<file path="config.mk">
export PLATFORM = sky130hd
export DESIGN_NAME = modem_status_unit
export DESIGN_NICKNAME = d
export VERILOG_FILES = /design/src/rtl/msr_pkg.sv /design/src/rtl/msr_sync.sv /design/src/rtl/msr_delta.sv /design/src/rtl/modem_status_unit.sv
export SDC_FILE = /design/constraint.sdc
export NUM_CORES = 1
export LEC_CHECK = 0
export BUFFER_PORTS_ARGS = -buffer_cell sky130_fd_sc_hd__buf_2
export CORE_UTILIZATION = 39
export CTS_BUF_LIST = sky130_fd_sc_hd__clkbuf_4
export DETAILED_ROUTE_END_ITERATION = 16
export SLEW_MARGIN = 20
export SYNTH_ARGS = -nofsm -noshare
export SYNTH_HDL_FRONTEND = slang
export SYNTH_SLANG_ARGS = --single-unit
</file>
<file path="constraint.sdc">
create_clock -name clk_i -period 1.11 [get_ports clk_i]
set_clock_uncertainty 0.05 [all_clocks]
set_input_delay 0.0555 -clock clk_i [delete_from_list [all_inputs] [get_ports clk_i]]
set_output_delay 0.0555 -clock clk_i [all_outputs]
set_load 0.01 [all_outputs]
</file>
<file path="src/rtl/msr_pkg.sv">
package msr_pkg;

   localparam int LINES = 4;

   typedef logic [LINES-1:0] line_vec_t;

   typedef enum logic [1:0] {
      LN_CTS  = 2'd0,
      LN_DSR  = 2'd1,
      LN_RING = 2'd2,
      LN_DCD  = 2'd3
   } line_e;

   typedef enum logic {
      EDGE_ANY   = 1'b0,
      EDGE_TRAIL = 1'b1
   } edge_e;

   function automatic edge_e edge_mode(input int idx);
      return (idx == int'(LN_RING)) ? EDGE_TRAIL : EDGE_ANY;
   endfunction

endpackage

</file>
<file path="src/rtl/msr_sync.sv">
module msr_sync #(
   parameter int             W       = 4,
   parameter int             STAGES  = 2,
   parameter logic [W-1:0]   RST_VAL = '1
) (
   input  logic         clk_i,
   input  logic         rst_ni,
   input  logic [W-1:0] d_i,
   output logic [W-1:0] q_o
);

   if (STAGES < 1) begin : g_bad_depth
      $error("msr_sync: STAGES must be at least 1");
   end
   if (W < 1) begin : g_bad_width
      $error("msr_sync: W must be at least 1");
   end

   logic [STAGES-1:0][W-1:0] chain_q;

   always_ff @(posedge clk_i or negedge rst_ni) begin
      if (!rst_ni) begin
         for (int s = 0; s < STAGES; s++) chain_q[s] <= RST_VAL;
      end else begin
         chain_q[0] <= d_i;
         for (int s = 1; s < STAGES; s++) chain_q[s] <= chain_q[s-1];
      end
   end

   assign q_o = chain_q[STAGES-1];

endmodule

</file>
<file path="src/rtl/msr_delta.sv">
module msr_delta
   import msr_pkg::*;
#(
   parameter edge_e MODE = EDGE_ANY
) (
   input  logic clk_i,
   input  logic rst_ni,
   input  logic lvl_i,
   input  logic clr_i,
   output logic flag_o
);

   logic prev_q;
   logic flag_q;
   logic set_w;

   if (MODE == EDGE_TRAIL) begin : g_trail
      assign set_w = prev_q & ~lvl_i;
   end else begin : g_any
      assign set_w = prev_q ^ lvl_i;
   end

   always_ff @(posedge clk_i or negedge rst_ni) begin
      if (!rst_ni) begin
         prev_q <= 1'b0;
         flag_q <= 1'b0;
      end else begin
         prev_q <= lvl_i;
         flag_q <= (flag_q & ~clr_i) | set_w;
      end
   end

   assign flag_o = flag_q;


   flag_hold_chk: assert property (@(posedge clk_i) disable iff (!rst_ni)
      flag_q && !clr_i |=> flag_q);


   flag_clear_chk: assert property (@(posedge clk_i) disable iff (!rst_ni)
      clr_i && !set_w |=> !flag_q);


   flag_keep_chk: assert property (@(posedge clk_i) disable iff (!rst_ni)
      set_w |=> flag_q);

   if (MODE == EDGE_TRAIL) begin : g_trail_chk

      trail_origin_chk: assert property (@(posedge clk_i) disable iff (!rst_ni)
         $rose(flag_q) |-> ($past(prev_q) && !$past(lvl_i)));
   end else begin : g_any_chk

      any_origin_chk: assert property (@(posedge clk_i) disable iff (!rst_ni)
         $rose(flag_q) |-> ($past(prev_q) != $past(lvl_i)));
   end

endmodule

</file>
<file path="src/rtl/modem_status_unit.sv">
module modem_status_unit
   import msr_pkg::*;
#(
   parameter int SYNC_STAGES = 2
) (
   input  logic       clk_i,
   input  logic       rst_ni,
   input  logic       cts_n_i,
   input  logic       dsr_n_i,
   input  logic       ri_n_i,
   input  logic       cd_n_i,
   input  logic       rts_i,
   input  logic       dtr_i,
   input  logic       out1_i,
   input  logic       out2_i,
   input  logic       loop_i,
   input  logic       ien_i,
   input  logic       rd_i,
   output logic [7:0] rd_data_o,
   output logic       irq_o
);

   localparam int        BYTE_W   = 2 * LINES;
   localparam line_vec_t PIN_IDLE = '1;

   if (SYNC_STAGES < 2) begin : g_bad_sync
      $error("modem_status_unit: SYNC_STAGES must be at least 2");
   end
   if (BYTE_W != 8) begin : g_bad_lines
      $error("modem_status_unit: status byte must be 8 bits wide");
   end

   line_vec_t pin_raw;
   line_vec_t pin_sync;
   line_vec_t pin_lvl;
   line_vec_t ctl_lvl;
   line_vec_t cur_lvl;
   line_vec_t delta;

   assign pin_raw = {cd_n_i, ri_n_i, dsr_n_i, cts_n_i};
   assign ctl_lvl = {out2_i, out1_i, dtr_i, rts_i};

   msr_sync #(
      .W       (LINES),
      .STAGES  (SYNC_STAGES),
      .RST_VAL (PIN_IDLE)
   ) u_sync (
      .clk_i  (clk_i),
      .rst_ni (rst_ni),
      .d_i    (pin_raw),
      .q_o    (pin_sync)
   );

   assign pin_lvl = ~pin_sync;

   always_comb begin
      cur_lvl = pin_lvl;
      if (loop_i) cur_lvl = ctl_lvl;
   end

   for (genvar i = 0; i < LINES; i++) begin : g_line
      msr_delta #(
         .MODE (edge_mode(i))
      ) u_delta (
         .clk_i  (clk_i),
         .rst_ni (rst_ni),
         .lvl_i  (cur_lvl[i]),
         .clr_i  (rd_i),
         .flag_o (delta[i])
      );
   end

   assign rd_data_o = {cur_lvl, delta};
   assign irq_o     = ien_i & (|delta);


   irq_raise_chk: assert property (@(posedge clk_i) disable iff (!rst_ni)
      (ien_i && (rd_data_o[3:0] != 4'b0)) |-> irq_o);


   irq_gate_chk: assert property (@(posedge clk_i) disable iff (!rst_ni)
      irq_o |-> (ien_i && (rd_data_o[3:0] != 4'b0)));

endmodule

</file>
### Word-level counts from Yosys, hierarchy flattened

Cells that the tools add are included.
W data, S select, Z words.

* bits in registers: 16
* logic and storage cells: 28

* bitwise gates (word level): 16
* multiplexer cells: 1
* reductions and logical operators: 1

Operators by type and width (count)
* $and A1 B1 Y1: 6
* $mux W4: 1
* $not A4 Y4: 1
* $or A1 B1 Y1: 4
* $reduce_or A4 Y1: 1
* $xor A1 B1 Y1: 3
* $not A1 Y1: 2

### Logic depth before layout (Yosys ltp)

Gate-level depths: netlist (run 1).

* word-level depth: 5
* gate-level depth with buffers: 3
* gate-level depth less buffers: 3

### By module

A second synthesis (run 1) with hierarchy kept.

* cell total of the unflattened synthesis: 41
* area total of the unflattened synthesis: 559.3 um^2

Modules (own cells, without submodules)
* msr_sync: times used 1, cells each 12, seq. area each 210.2 um^2, area each 240.2 um^2
* msr_delta (g_line[0].u_delta ...): times used 3, cells each 5, seq. area each 50.0 um^2, area each 67.6 um^2
* msr_delta (g_line[2].u_delta): times used 1, cells each 5, seq. area each 50.0 um^2, area each 70.1 um^2
* modem_status_unit: times used 1, cells each 9, seq. area each 0.0 um^2, area each 46.3 um^2

### Worst setup path before layout (run 1)

OpenSTA, ideal clock, no wires.

* path kind: register to output
* start: register g_line[3].u_delta.flag_q
* end: output irq_o
* arrival time: 0.815 ns
* slack: 0.189 ns
* stages on the path, launching flop included: 2
* cells stage by stage: dfrtp_1 -> o41a_1

* word-level cells in the longest chain between the ends: 2

Ends and longest elaborated chain
* start: declaration: line msr_delta.sv:14 `logic flag_q;`
* start signal: assignment: line msr_delta.sv:29 `flag_q <= (flag_q & ~clr_i) | set_w;`
* $reduce_or A4 Y1: line modem_status_unit.sv:74 `assign irq_o = ien_i & (|delta);`
* $and A1 B1 Y1: line modem_status_unit.sv:74
* end: declaration: line modem_status_unit.sv:20 `output logic irq_o`

Every way passes these cells.

### Worst setup path after layout (run 1)

Ends and elaborated chain as after synthesis.

==> metrics.csv, run 1 <==
stage,metric,value,unit
min_path,Hold Crit Class,primary input to register,
power,Switching Fraction,0.2529,
sta,post-route minimum period,1.328,ns
power,VDD IR-drop max,0.7284,mV
route,Met3 Routed Length,68,um
global_route,total track usage,0.1405,
logic_synthesis,#FFs+latches synth,16,
route,Detailed Route WL,1009,um
clocking,Root Buffer,clkbuf_4,
route,WL/cell,10.97,um
route,Avg Vias per Cell,4.587,
clocking,CTS buffer count,3,
sta,final setup fails,5,
clocking,CTS tree,yes,
finish,ant diodes,0,
route,DR vias,422,
route,Met1 Wirelength,396,um
clocking,"Clk Latency, worst-skew pair",0.29,ns
logic_synthesis,synth top area cells,"dfstp_2, dfrtp_1, buf_4, mux2i_1, nor2b_1",
power,switching power total,0.3030,mW
setup_path,r2r setup slk,0.09,ns
sta,RSZ-0062 raised after global routing,true,
power,Int Power,0.8954,mW
die,Initial Util,0.4194,
setup_path,Worst path slowest cell,o41a_1,
finish,P&R area growth vs syn,38.42,%
route,DRT Pass-1 Iters,10,
route,1st-iter DRT viols,1,
clocking,clock-pin slew on the worst setup and hold paths,0.09,ns
setup_path,crit path kind,register to primary output,
placed_design,Post-DP HPWL,679.4,um
global_route,grt ovf,0,
die,# rows,14,
route,drt drc,1,
placed_design,Place WS,0.08079,ns
logic_synthesis,Mapped Nets,61,
finish,Final Core Density,0.5806,
sta,Rel. slew slack,0.7777,
finish,Layout fillers,131,
die,Die X-Extent,42.25,um
sta,setup slack after layout,-0.2175,ns
power,Comb pwr share,0.185,
power,Reg power frac,0.554,
setup_path,"critical path, cell by cell",o41a_1 > buf_2,
placed_design,Final GP Congestion,0.6330,
finish,highest-count cells in the layout ignoring fill and taps,"buf_2, dfrtp_1, dfstp_2",
route,DRT antenna net count,0,
logic_synthesis,Synth cell types,11,
status,outcome,"finished, violations left",
global_route,pin count of the biggest net entering global routing,17,
power,Tot Pwr,1.198,mW
placed_design,I/O Buffers,21,
route,max layer used,met4,
finish,"most common cell after layout, fill and taps aside",buf_2,
finish,share of cells above drive strength 1,0.5526,
power,clock network power share,0.261,
logic_synthesis,yosys warns,0,
route,routed wire length on met2,510,um
setup_path,CP Data Required Time,1.00,ns
logic_synthesis,share of the synthesized area in the top cell type,0.3327,
die,core area,0.001506,mm^2
global_route,antenna violations before repair,0,
sta,"Hold Vio Cnt, Final",0,
logic_synthesis,synthesized area,631.9,um^2
clocking,Max H-tree Level,1,
die,die footprint,0.001785,mm^2
logic_synthesis,leading area contributor after synthesis,dfstp_2,
power,pwr dens,1370,mW/mm^2
setup_path,CP Max Fanout,2,
setup_path,CP arrival,1.22,ns
sta,final period utilization,1.196,
logic_synthesis,post-synthesis cell count,48,
global_route,vias in the first global route,431,
setup_path,Setup crit end kind,primary output,
sta,worst slew pin tran,0.3335,ns
die,I/O Pins,22,
logic_synthesis,Mean Syn Cell Area,13.16,um^2
global_route,first-pass GRT wire length,1697,um
sta,Final Max Slew Viols,0,
power,LEAKAGE,0.4066,nW
setup_path,crit-path max cell delay,0.41,ns
sta,Fmax achieved,753.3,MHz
die,Die H,42.25,um
clocking,# clock sinks,16,
clocking,deepest clock path buffer count,2,
logic_synthesis,register area share after synthesis,0.6495,
setup_path,CP Launch Type,register,
finish,final net count,90,
run,max-cap violations,0,
status,failing checks,"DRC, setup timing",
-- final timing paths --
path | from | end | cells past startpoint
max | g_line[3].u_delta.flag_o | irq_o | 2
min | rts_i | g_line[0].u_delta.prev_q | 3
max reg2reg | u_sync.q_o[3] | g_line[3].u_delta.flag_o | 3
min reg2reg | u_sync.chain_q[2] | u_sync.q_o[2] | 0
max in group asynchronous | rst_ni | u_sync.chain_q[3] | 2
min in group asynchronous | rst_ni | g_line[1].u_delta.prev_q | 2
-- repair_timing --
action                                 in CTS  in global routing
setup buffers                               4                  1
endpoints found under the hold margin      22                  0
resized for setup                           6                  2
setup endpoints to repair                   5                  5
hold buffers                                6                  0
pin swaps                                   2                  1
-- Yosys cell counts, drive strengths merged --
| cell | n |
|---|---|
| buf | 8 |
| nand2 | 3 |
| o21ai | 3 |
| nor2 | 3 |
| nor2b | 6 |
| mux2i | 4 |
| o22ai | 1 |
| dfstp | 8 |
| o41a | 1 |
| inv | 3 |
| dfrtp | 8 |
-- per-layer routing --
metal | vias to the layer above | track usage
met1 | 195 | 0.1318
met2 | 20 | 0.2400
met5 | - | 0
met3 | 4 | 0.03879
met4 | 0 | 0.1313
li1 | 203 | -
-- final cells by class --
type | count | area, um^2 | share of cell area
flip-flops and latches | 16 | 410.4 | 0.4692
clock inverters | 1 | 3.754 | 0.004292
repair buffers | 32 | 221.5 | 0.2532
inverters | 3 | 11.26 | 0.01288
multi-input cells | 21 | 185.2 | 0.2117
clock buffers | 3 | 22.52 | 0.02575
well taps | 16 | 20.02 | 0.02289
-- kinds of logic after synthesis --
kind of cell	count (synthesis)	synth area share
DFF	16	0.6495
and+or+nand+nor	12	0.09505
muxes	4	0.06337
AOI/OAI and AO/OA	5	0.07921
buffers and inverters	11	0.1129
-- power groups by stage --
stage	logic, mW	registers [mW]	clock network, mW
global placement	0.155	0.669	0
finish	0.222	0.664	0.312
CTS	0.211	0.665	0.331
global route	0.243	0.670	0.352
detailed placement	0.157	0.673	0
floorplan	0.123	0.667	0
-- flip-flops by register name (all words and copies together) (netlist names) --
register	cells
g_line.u_delta.prev_q	4
u_sync.q_o	4
g_line.u_delta.flag_o	4
u_sync.chain_q	4
-- worst max-delay path: cells and delay by family, from the launching register on --
family | cells | cell delay (ns)
AOI/OAI and AO/OA | 1 | 0.41
DFF | 1 | 0.38
buffers and inverters | 1 | 0.14
-- per-stage QoR --
stage,instance area (um^2),TNS (ns),instances,hold slack (ns)
after CTS,854.6,-0.4215,91,-0.005119
final,874.6,-0.3185,92,0.0002037
after floorplan,631.9,0,48,-0.2901
after global routing,874.6,-0.5218,92,0.01621
after global placement,696.9,0,77,-0.06917
after detailed placement,696.9,0,77,-0.07046
No activity file was read; power rests on OpenSTA's default activity.
==> inputs of run 2 (changes only) <==
HOLD_SLACK_MARGIN = 0.03   (was unset)
RECOVER_POWER = 50   (was unset)
REMOVE_ABC_BUFFERS = 1   (was unset)
==> metrics.csv, run 2 (synthesis gave the netlist of run 1 again) <==
stage,metric,value,unit,change
die,# rows,14,,unchanged
finish,fin area,878.3,um^2,+0.43%
finish,share of cells above drive strength 1,0.5658,,+0.01316
sta,Final Max Slew Viols,0,,unchanged
finish,ant diodes,0,,unchanged
global_route,antenna violations before repair,0,,unchanged
run,max-cap violations,0,,unchanged
sta,setup slack after layout,-0.2225,ns,-0.004982 ns
status,failing checks,setup timing,,
clocking,Root Buffer,clkbuf_4,,
placed_design,Place WS,0.07851,ns,-0.002279 ns
route,Avg Vias per Cell,4.511,,-1.7%
setup_path,crit-path max cell delay,0.42,ns,about the same
sta,Rel. slew slack,0.7463,,-0.03134
global_route,pin count of the biggest net entering global routing,17,,unchanged
global_route,first-pass GRT wire length,1669,um,-1.6%
die,Initial Util,0.4194,,unchanged
setup_path,Setup crit end kind,primary output,,
clocking,"Clk Latency, worst-skew pair",0.28,ns,about the same
global_route,vias in the first global route,412,,-4.4%
sta,RSZ-0062 raised after global routing,true,,
clocking,CTS buffer count,3,,unchanged
route,1st-iter DRT viols,3,,+2
die,core area,0.001506,mm^2,unchanged
finish,"most common cell after layout, fill and taps aside",buf_2,,
sta,worst slew pin tran,0.3805,ns,+0.04701 ns
route,WL/cell,11.16,um,+1.8%
setup_path,"critical path, cell by cell",o41a_1 > buf_2,,
setup_path,CP Launch Type,register,,
sta,"Hold Vio Cnt, Final",0,,unchanged
setup_path,CP arrival,1.23,ns,about the same
route,Detailed Route WL,1027,um,+1.8%
sta,final setup fails,4,,-1
status,outcome,"finished, violations left",,
clocking,# clock sinks,16,,unchanged
setup_path,crit path kind,register to primary output,,
clocking,clock-pin slew on the worst setup and hold paths,0.09,ns,about the same
setup_path,crit-path leading delay family,compound AO/OA/AOI/OAI gates,,
global_route,total track usage,0.1300,,-0.01051
power,pwr dens,1362,mW/mm^2,-0.61%
route,drt drc,0,,-1
die,die footprint,0.001785,mm^2,unchanged
placed_design,placed cell area,696.9,um^2,unchanged
power,VDD IR-drop max,0.7154,mV,-1.8%
placed_design,Final GP Congestion,0.6114,,-3.4%
setup_path,Worst path slowest cell,o41a_1,,
die,Die H,42.25,um,unchanged
clocking,CTS tree,yes,,
power,LEAKAGE,0.4059,nW,-0.18%
min_path,Hold Crit Class,primary input to register,,
finish,highest-count cells in the layout ignoring fill and taps,"buf_2, dfrtp_1, dfstp_2",,
route,DRT antenna net count,0,,unchanged
sta,final period utilization,1.200,,+0.004488
global_route,grt ovf,0,,unchanged
sta,post-route minimum period,1.333,ns,+0.004982 ns
clocking,Max H-tree Level,1,,unchanged
finish,P&R area growth vs syn,39.01,%,
die,Die X-Extent,42.25,um,unchanged
placed_design,I/O Buffers,21,,unchanged
setup_path,CP Data Required Time,1.00,ns,about the same
sta,Fmax achieved,750.5,MHz,-0.37%
clocking,deepest clock path buffer count,2,,unchanged
sta,Final TNS setup,-0.2635,ns,+0.05503 ns
setup_path,CP bufs+invs,1,,unchanged
setup_path,CP Max Fanout,3,,+1
route,DR vias,415,,-1.7%
placed_design,Post-DP HPWL,715.3,um,+5.3%
route,DRT Pass-1 Iters,3,,-7
die,I/O Pins,22,,unchanged
finish,final net count,90,,unchanged
## run 2: cell types whose count changed in the layout (fill, tap and decap cells not counted), sizes merged
cell	before	now
buf	26	25
clkbuf	3	4
## run 2: worst register-to-register path: stages (launching register included)
cell,delay [ns]
dfstp_2,0.55
o21ai_4,0.06
buf_4,0.15
mux2i_2,0.14
## run 2: cell type report
cell class                      instances  area, um^2
Tap cell                               16       20.02
Inverter                                3       11.26
Timing Repair Buffer                   32       221.5
Multi-Input combinational cell         21       188.9
Sequential cell                        16       410.4
Fill cell                             119       628.1
Clock buffer                            3       22.52
Clock inverter                          1       3.754
## run 2: what timing repair did
action                                  CTS  global route
endpoints found under the setup margin    5             6
endpoints found under the hold margin    21             0
resized for setup                         5             4
setup buffers                             5             0
hold buffers                              6             0
pin swaps                                 3             2
## run 2: path summary, 6_finish.rpt
| check | startpoint | to | slack, ns | cells after the start |
|---|---|---|---|---|
| setup / recovery | g_line[3].u_delta.flag_o | irq_o | -0.22 | 2 |
| hold / removal | dtr_i | g_line[1].u_delta.prev_q | 0.08 | 4 |
| setup reg to reg | u_sync.q_o[0] | g_line[0].u_delta.flag_o | 0.04 | 3 |
| hold reg to reg | u_sync.chain_q[3] | u_sync.q_o[3] | 0.31 | 0 |
| max in group asynchronous | rst_ni | u_sync.q_o[2] | 0.53 | 2 |
| min in group asynchronous | rst_ni | g_line[2].u_delta.prev_q | 0.16 | 2 |
## run 2: metal layers
layer,vias up,track usage,share of wire
met5,-,0,0
met4,0,0.07500,0.0039
met3,2,0.02586,0.043
met2,13,0.2523,0.56
met1,197,0.1218,0.39
li1,203,-,-
## run 2: power by group
part	switching [mW]	internal, mW	total (mW)
clock network	0.175	0.130	0.306
logic	0.102	0.125	0.227
registers	0.0244	0.640	0.664
## run 2: through the flow
stage	power (mW)	std cells	util	hold WS, ns
2_1_floorplan	0.7486	40	-	-0.2901
3_3_place_gp	0.8236	77	0.4626	-0.07436
3_5_place_dp	0.8326	77	0.4626	-0.06961
4_1_cts	1.197	92	0.5681	0.06163
5_1_grt	1.266	92	0.5831	0.07302
6_report	1.196	92	0.5831	0.08041
